[src/rtl/bridge_pkg.sv]
package bridge_pkg;
  typedef enum logic [1:0] {
    PH_IDLE   = 2'd0,
    PH_SETUP  = 2'd1,
    PH_ENABLE = 2'd2
  } phase_t;

  typedef struct packed {
    logic accept;    // request taken at this edge
    logic inSetup;   // bus in setup phase
    logic inEnable;  // bus in enable phase
  } ctrlStrobe_t;
endpackage

[src/rtl/bridge_ctrl.sv]
module bridge_ctrl
  import bridge_pkg::*;
(
  input  logic        clk,
  input  logic        rstN,
  input  logic        reqValid,
  output ctrlStrobe_t strobe,
  output logic        reqReady,
  output logic        done
);
  phase_t phase, phaseNext;

  assign reqReady        = (phase == PH_IDLE) || (phase == PH_ENABLE);
  assign strobe.accept   = reqValid && reqReady;
  assign strobe.inSetup  = (phase == PH_SETUP);
  assign strobe.inEnable = (phase == PH_ENABLE);

  always_comb begin
    phaseNext = phase;
    case (phase)
      PH_IDLE:   if (reqValid) phaseNext = PH_SETUP;
      PH_SETUP:  phaseNext = PH_ENABLE;
      PH_ENABLE: phaseNext = reqValid ? PH_SETUP : PH_IDLE;
      default:   phaseNext = PH_IDLE;
    endcase
  end

  always_ff @(posedge clk or negedge rstN) begin
    if (!rstN) begin
      phase <= PH_IDLE;
      done  <= 1'b0;
    end else begin
      phase <= phaseNext;
      done  <= (phase == PH_ENABLE);
    end
  end
endmodule

[src/rtl/bridge_datapath.sv]
module bridge_datapath
  import bridge_pkg::*;
#(
  parameter int          ADDR_W      = 32,
  parameter int          DATA_W      = 32,
  parameter int          NUM_SLV     = 4,
  parameter int          REGION_BITS = 12,
  parameter logic [31:0] BASE_ADDR   = 32'h0
) (
  input  logic                      clk,
  input  logic                      rstN,
  input  ctrlStrobe_t               strobe,
  input  logic [ADDR_W-1:0]         reqAddr,
  input  logic                      reqWrite,
  input  logic [DATA_W-1:0]         reqWdata,
  input  logic [NUM_SLV*DATA_W-1:0] pRdata,
  output logic [ADDR_W-1:0]         pAddr,
  output logic                      pWrite,
  output logic [DATA_W-1:0]         pWdata,
  output logic                      pEnable,
  output logic [NUM_SLV-1:0]        pSel,
  output logic [DATA_W-1:0]         rdData
);
  localparam int TAG_W = ADDR_W - REGION_BITS;
  localparam logic [TAG_W-1:0] BASE_TAG = TAG_W'(BASE_ADDR >> REGION_BITS);

  logic [NUM_SLV-1:0] selDec, selQ;
  logic [DATA_W-1:0]  rdMux;
  logic [TAG_W-1:0]   reqTag;

  assign reqTag = reqAddr[ADDR_W-1:REGION_BITS];

  for (genvar i = 0; i < NUM_SLV; i++) begin : g_decode
    assign selDec[i] = (reqTag == BASE_TAG + TAG_W'(i));
  end

  always_comb begin
    rdMux = '0;
    for (int i = 0; i < NUM_SLV; i++)
      if (selQ[i]) rdMux = rdMux | pRdata[i*DATA_W +: DATA_W];
  end

  always_ff @(posedge clk or negedge rstN) begin
    if (!rstN) begin
      pAddr  <= '0;
      pWrite <= 1'b0;
      pWdata <= '0;
      selQ   <= '0;
      rdData <= '0;
    end else begin
      if (strobe.accept) begin
        pAddr  <= reqAddr;
        pWrite <= reqWrite;
        selQ   <= selDec;
        if (reqWrite) pWdata <= reqWdata;
      end
      if (strobe.inEnable && !pWrite) rdData <= rdMux;
    end
  end

  assign pSel    = (strobe.inSetup || strobe.inEnable) ? selQ : '0;
  assign pEnable = strobe.inEnable;
endmodule

[src/rtl/apb_bridge.sv]
module apb_bridge
  import bridge_pkg::*;
#(
  parameter int          ADDR_W      = 32,
  parameter int          DATA_W      = 32,
  parameter int          NUM_SLV     = 4,
  parameter int          REGION_BITS = 12,
  parameter logic [31:0] BASE_ADDR   = 32'h0
) (
  input  logic                      clk,
  input  logic                      rstN,
  input  logic                      reqValid,
  input  logic [ADDR_W-1:0]         reqAddr,
  input  logic                      reqWrite,
  input  logic [DATA_W-1:0]         reqWdata,
  output logic                      reqReady,
  output logic                      done,
  output logic [DATA_W-1:0]         rdData,
  output logic [ADDR_W-1:0]         pAddr,
  output logic                      pWrite,
  output logic [DATA_W-1:0]         pWdata,
  output logic                      pEnable,
  output logic [NUM_SLV-1:0]        pSel,
  input  logic [NUM_SLV*DATA_W-1:0] pRdata
);
  ctrlStrobe_t strobe;

  bridge_ctrl u_ctrl (
    .clk      (clk),
    .rstN     (rstN),
    .reqValid (reqValid),
    .strobe   (strobe),
    .reqReady (reqReady),
    .done     (done)
  );

  bridge_datapath #(
    .ADDR_W      (ADDR_W),
    .DATA_W      (DATA_W),
    .NUM_SLV     (NUM_SLV),
    .REGION_BITS (REGION_BITS),
    .BASE_ADDR   (BASE_ADDR)
  ) u_dp (
    .clk      (clk),
    .rstN     (rstN),
    .strobe   (strobe),
    .reqAddr  (reqAddr),
    .reqWrite (reqWrite),
    .reqWdata (reqWdata),
    .pRdata   (pRdata),
    .pAddr    (pAddr),
    .pWrite   (pWrite),
    .pWdata   (pWdata),
    .pEnable  (pEnable),
    .pSel     (pSel),
    .rdData   (rdData)
  );
endmodule

[config.mk]
export PLATFORM = sky130hd
export DESIGN_NAME = apb_bridge
export DESIGN_NICKNAME = d
export VERILOG_FILES = /design/src/rtl/bridge_pkg.sv /design/src/rtl/bridge_ctrl.sv /design/src/rtl/bridge_datapath.sv /design/src/rtl/apb_bridge.sv
export SDC_FILE = /design/constraint.sdc
export NUM_CORES = 1
export LEC_CHECK = 0
export BUFFER_PORTS_ARGS = -buffer_cell sky130_fd_sc_hd__buf_2
export CAP_MARGIN = 20
export CORE_AREA = 2 2 117 119
export DETAILED_ROUTE_END_ITERATION = 16
export DIE_AREA = 0 0 119 121
export GPL_TIMING_DRIVEN = 0
export PLACE_DENSITY_LB_ADDON = 0.25
export SYNTH_ARGS = -nofsm -noshare
export SYNTH_HDL_FRONTEND = slang
export SYNTH_SLANG_ARGS = --single-unit
[constraint.sdc]
create_clock -name clk -period 4.1 [get_ports clk]
set_clock_uncertainty 0.1 [all_clocks]
set_input_delay 0 -clock clk [delete_from_list [all_inputs] [get_ports clk]]
set_output_delay 0 -clock clk [all_outputs]
set_load 0.01 [all_outputs]
==> flow_summary.toml, run 1 <==
[synth]
syn_inst = 430
ys_ff_latch = 104
syn_area_per_cell_um2 = 10.9
ys_types = 25
yosysWarnings = 0
netlist_area_um2 = 4690
synth_fp_nets = 630
seq_area_frac_synth_pct = 55.5

[sta]
rsz0062_at_grt = "no"
hold_violations = 0
max_freq_mhz = 421
drv_slew = 0
period_needed_ns = 2.38
max_slew_margin_pct = 44.1
period_share_pct = 58.0
tightest_slew_ns = 0.838
worst_slack_ns = 1.72
fin_setup_tns_ns = 0
setup-violations-final = 0

[placed_design]
pre_cts_ws_ns = 2.20
gp_congestion = 0.953
hpwlAfterDp_um = 12600
place_inst = 906
io_buffers = 299

[cts]
numCtsBuffers = 9
cts_max_level = 3
clockBufferDepth = 2
cts_tree = "done"
cts_root_buffer = "clkbuf_16"
clkTransAtPathRegs_ns = 0.07
insertion_delay_ns = 0.34
cts_sinks = 104

[global_route]
grt_busiest_layer = "met2"
grtUsageMet1_pct = 29.2
grt_overflow = 0
use_met3_pct = 7.47
grt_max_degree = 56
gr-usage-all-layers_pct = 25.4
antenna_found_initial = 0
grt_pass1_vias = 5603
use_met2_pct = 44.3
grt_pass1_wl_um = 28800

[setup_path]
slowest_delay_ns = 0.59
cpMaxStageDelayCell = "dlygate4sd3_1"
crit_family = "buffers and inverters"
critPathBufInv = 2
cp.required_ns = 4.28
reg2reg_slack_ns = 1.72
reg2reg_depth = 6
timing.rr.start = "u_ctrl.phase[0]"
cp.depth = 6
cp-start-kind = "flop"
path_class = "flop to flop"
crit_fanout = 6
worstPathCellList = "inv_1 > ha_1 > o21a_2 > nand4_1 > o41ai_1 > dlygate4sd3_1"
end_kind = "flop"
critPathArrivalTime_ns = 2.56
cp-startpoint = "u_ctrl.phase[0]"

[power_and_ir_drop]
powerDensity_nw_per_um2 = 506
total_power_mw = 4.11
ir_worst_vdd_v = 0.000329
p_leak_nw = 4.18

[flow_run]
maxCapViolCount = 0

[route]
dr.pass1.iters = 5
vias = 5242
drc_errors = 0
drt_iter0_markers = 395
routed_via_density = 4.96
routed_wl_um = 18200
wl_per_cell_um = 17.3
antenna_left = 0

[floorplan]
die_y_um = 121
initial_core_util_pct = 35.9
die-area_um2 = 14400
core.rowCount = 42
core_area_um2 = 13100
die_w_um = 119
io_pins = 300

[cells_and_area]
fin_nets = 1076
final_cells = 1056
final_common_cell = "buf_2"
drive_gt1_share_pct = 41.7
area_growth_syn_to_layout_pct = 73.1
layout_common_cells = "312 x buf_2, 135 x dlygate4sd3_1, 132 x nand2_1, 104 x dfrtp_1, 35 x o21ai_0"
final_util_pct = 62.1
diodes = 0
n_fill_cell = 1059

[run_status]
status = "completed"

[min_path]
hold_path_class = "primary input to async pin"
[layout make-up]
| class | count | area [µm²] | share of cell area (%) |
|---|---|---|---|
| Sequential cell | 104 | 2600 | 32.0 |
| Timing Repair Buffer | 435 | 2880 | 35.4 |
| Clock buffer | 10 | 229 | 2.82 |
| Multi-Input combinational cell | 289 | 1910 | 23.5 |
| Buffer | 33 | 164 | 2.02 |
| Inverter | 4 | 15.0 | 0.185 |
| Clock inverter | 5 | 104 | 1.28 |
| Tap cell | 176 | 220 | 2.71 |
[worst reg2reg max path, stage by stage, from the launching register on]
cell	delay [ns]
dfrtp_1	0.41
inv_1	0.12
ha_1	0.26
o21a_2	0.27
nand4_1	0.22
o41ai_1	0.36
dlygate4sd3_1	0.59
[registers in the layout, summed over array words and instances (netlist names)]
register and flops:
u_ctrl.done 1, u_ctrl.phase 2, u_dp.pAddr 32, u_dp.pWdata 32, u_dp.pWrite 1, u_dp.rdData 32, u_dp.selQ 4
[cell families (layout without fill, tap and decap cells)]
group	after synthesis	count (layout)	synth area share, %
flip-flops	104	104	55.5
buffers and inverters	37	487	3.81
multiplexers	32	32	10.0
AO/OA/AOI/OAI	106	106	16.9
AND/OR/NAND/NOR	147	147	12.7
adder cells (fa/ha/maj)	4	4	1.07
[final timing paths]
| path | end |
|---|---|
| hold reg to reg | u_dp.pAddr[17] |
| min in group clk | u_dp.pAddr[3] |
| setup reg to reg | u_dp.selQ[1] |
| max in group asynchronous | u_dp.pWdata[6] |
| hold / removal | u_dp.pAddr[11] |
| setup / recovery | u_dp.selQ[1] |
[per-stage QoR]
step	hold slack [ns]	area, µm²
2_1_floorplan	-0.396	4690
3_3_place_gp	0.0932	6410
3_5_place_dp	-0.0304	6440
4_1_cts	0.136	8120
5_1_grt	0.206	8120
6_report	0.160	8120
[per-layer routing]
layer | wire (µm) | part of all wire [%]
met3 | 1370 | 7.5
met5 | 0 | 0
met2 | 8990 | 49
met1 | 7220 | 40
met4 | 641 | 3.5
[synth_stat cells]
cell       count  area, µm²
a221oi_1      32        280
a22o_1        32        280
and2_1         4       25.0
buf_2         14       70.1
buf_6          3       33.8
clkbuf_1      16       60.1
dfrtp_1      104       2600
ha_1           4       50.1
inv_1          4       15.0
mux2_2         3       33.8
mux2_4        29        435
nand2_1      132        495
nand2_4        1       11.3
nand2b_1       2       12.5
nand4_1        1       6.26
nor2_1         1       3.75
nor2b_1        1       6.26
nor4_1         3       18.8
nor4_2         1       12.5
o21a_2         1       8.76
o21ai_0       35        175
o21ai_1        1       5.00
o2bb2ai_1      1       8.76
o41ai_1        4       35.0
or2_2          1       6.26
[timing repair]
action	CTS	global route
resized for setup	0	0
endpoints found under the hold margin	152	0
hold buffers	135	0
buffers inserted	0	0
[where the power goes]
part | switching [mW] | leakage, nW | internal, mW | total [mW]
sequential | 0.196 | 1.33 | 1.38 | 1.58
clock | 0.374 | 0.163 | 0.595 | 0.969
combinational | 0.802 | 2.70 | 0.759 | 1.56
Power figures use the tool's default switching activity.
==> inputs of run 2 (changes only) <==
--- a/config.mk
+++ b/config.mk
@@ -7,9 +7,9 @@
 export LEC_CHECK = 0
 export BUFFER_PORTS_ARGS = -buffer_cell sky130_fd_sc_hd__buf_2
 export CAP_MARGIN = 20
-export CORE_AREA = 2 2 117 119
+export CORE_AREA = 2 2 118 120
 export DETAILED_ROUTE_END_ITERATION = 16
-export DIE_AREA = 0 0 119 121
+export DIE_AREA = 0 0 120 122
 export GPL_TIMING_DRIVEN = 0
 export PLACE_DENSITY_LB_ADDON = 0.25
 export SYNTH_ARGS = -nofsm -noshare
==> constraint.sdc (replaced) <==
create_clock -name clk -period 2.4 [get_ports clk]
set_clock_uncertainty 0.1 [all_clocks]
set_input_delay 0 -clock clk [delete_from_list [all_inputs] [get_ports clk]]
set_output_delay 0 -clock clk [all_outputs]
set_load 0.01 [all_outputs]
==> flow_summary.toml, run 2 (synthesis results as in run 1) <==
[run_status]
status = "completed"

[placed_design]
hpwlAfterDp_um = 12300
gp_congestion = 0.810
io_buffers = 299
pre_cts_ws_ns = 0.505

[power_and_ir_drop]
p_seq_share_pct = 38.7
intPower_mw = 4.62
netSwitchingFraction_pct = 34.0
clkPwrFrac_pct = 23.1
ir_worst_vdd_v = 0.000479
powerDensity_nw_per_um2 = 858
p_sw_mw = 2.38
p_leak_nw = 4.20
pwr-share-comb_pct = 38.2

[setup_path]
reg2reg_slack_ns = 0.14
path_class = "flop to flop"
end_kind = "flop"
timing.rr.start = "u_ctrl.phase[0]"
cp.required_ns = 2.58
critPathArrivalTime_ns = 2.44
crit_fanout = 5
endpoint = "u_dp.selQ[0]"
reg2reg_depth = 6
cp-start-kind = "flop"
cp-startpoint = "u_ctrl.phase[0]"
worstReg2RegEnd = "u_dp.selQ[0]"

[cts]
insertion_delay_ns = 0.35
clockBufferDepth = 2
cts_root_buffer = "clkbuf_16"
clkTransAtPathRegs_ns = 0.07
cts_tree = "done"
numCtsBuffers = 9
cts_sinks = 104
cts_max_level = 3

[cells_and_area]
diodes = 0
n_fill_cell = 1133
area_growth_syn_to_layout_pct = 73.9
layout_common_cells = "312 x buf_2, 135 x dlygate4sd3_1, 132 x nand2_1, 104 x dfrtp_1, 35 x o21ai_0"
top_regs = "u_dp.pAddr x32, u_dp.pWdata x32, u_dp.rdData x32"
multi_input_area_um2 = 1930
regArea_um2 = 2600
final_common_cell = "buf_2"
fin_nets = 1078
final_util_pct = 60.4
drive_gt1_share_pct = 42.4

[flow_run]
maxCapViolCount = 0

[sta]
period_needed_ns = 2.26
setup-violations-final = 0
rsz0062_at_grt = "no"
hold_slack_ns = 0.120
drv_slew = 0
tightest_slew_ns = 0.706
hold_violations = 0
fin_setup_tns_ns = 0
max_freq_mhz = 443
worst_slack_ns = 0.143
max_slew_margin_pct = 52.9
period_share_pct = 94.0

[global_route]
grt_overflow = 0
grt_max_degree = 54
gr-usage-all-layers_pct = 24.3
grt_pass1_wl_um = 27500
antenna_found_initial = 0
grt_pass1_vias = 5461

[floorplan]
die_w_um = 120
die-area_um2 = 14600
core_area_um2 = 13500
core.rowCount = 43
initial_core_util_pct = 34.7
io_pins = 300
die_y_um = 122

[route]
vias = 5175
drc_errors = 0
dr.pass1.iters = 6
drt_iter0_markers = 281
routed_wl_um = 18100
antenna_left = 0
wl_per_cell_um = 17.0
routed_via_density = 4.87

[min_path]
hold_path_class = "primary input to async pin"
-- run 2: critical path: stages, from the launching register on --
cell and delay [ns]:
dfrtp_1 0.40, inv_1 0.12, ha_1 0.25, o21a_4 0.22, nand4_1 0.20, o41ai_2 0.32, dlygate4sd3_1 0.58
-- run 2: area by class of cell --
class,instances,share of cell area [%]
Clock inverter,5,1.09
Multi-Input combinational cell,289,23.6
Tap cell,180,2.76
Clock buffer,11,2.97
Buffer,33,2.04
Inverter,4,0.184
Sequential cell,104,31.9
Timing Repair Buffer,437,35.4
-- run 2: per-stage QoR --
stage,power (mW),cells,cell area [µm²]
after floorplan,4.05,430,4690
after global placement,5.10,909,6410
after detailed placement,5.19,910,6440
after CTS,7.00,1061,8130
after global routing,7.43,1063,8160
final,7.01,1063,8160
-- run 2: power by group through the flow --
stage	clock network (mW)	registers, mW	logic, mW
2_1_floorplan	0	2.98	1.06
3_3_place_gp	0	2.68	2.42
3_5_place_dp	0	2.71	2.48
4_1_cts	1.66	2.69	2.66
5_1_grt	1.73	2.78	2.92
6_report	1.62	2.71	2.68
-- run 2: metal layers --
metal | GRT usage [%] | vias to the layer above | share of wire (%) | wire, µm
met5 | 0 | - | 0 | 0
met4 | 11.0 | 0 | 3.0 | 537
met3 | 4.82 | 43 | 6.5 | 1180
met2 | 44.7 | 234 | 52 | 9420
met1 | 27.0 | 2472 | 38 | 6920
li1 | - | 2426 | - | -
-- run 2: what timing repair did --
| action | CTS | global route |
|---|---|---|
| hold buffers | 135 | 0 |
| hold endpoints to repair | 154 | 0 |
| setup buffers | 0 | 2 |
| setup endpoints to repair | 0 | 6 |
| resized for setup | 0 | 7 |
-- run 2: worst min path at each step --
stage	startpoint	end	slack, ns	depth (start not counted)
global placement	reqAddr[7]	u_dp.pAddr[7]	0.1	3
CTS	rstN	u_dp.pWdata[12]	0.14	2
floorplan	rstN	u_ctrl.done	-0.40	0
global route	rstN	u_dp.pWdata[6]	0.20	2
finish	rstN	u_dp.pWdata[6]	0.12	2
detailed placement	rstN	u_dp.pWdata[12]	-0.02	1
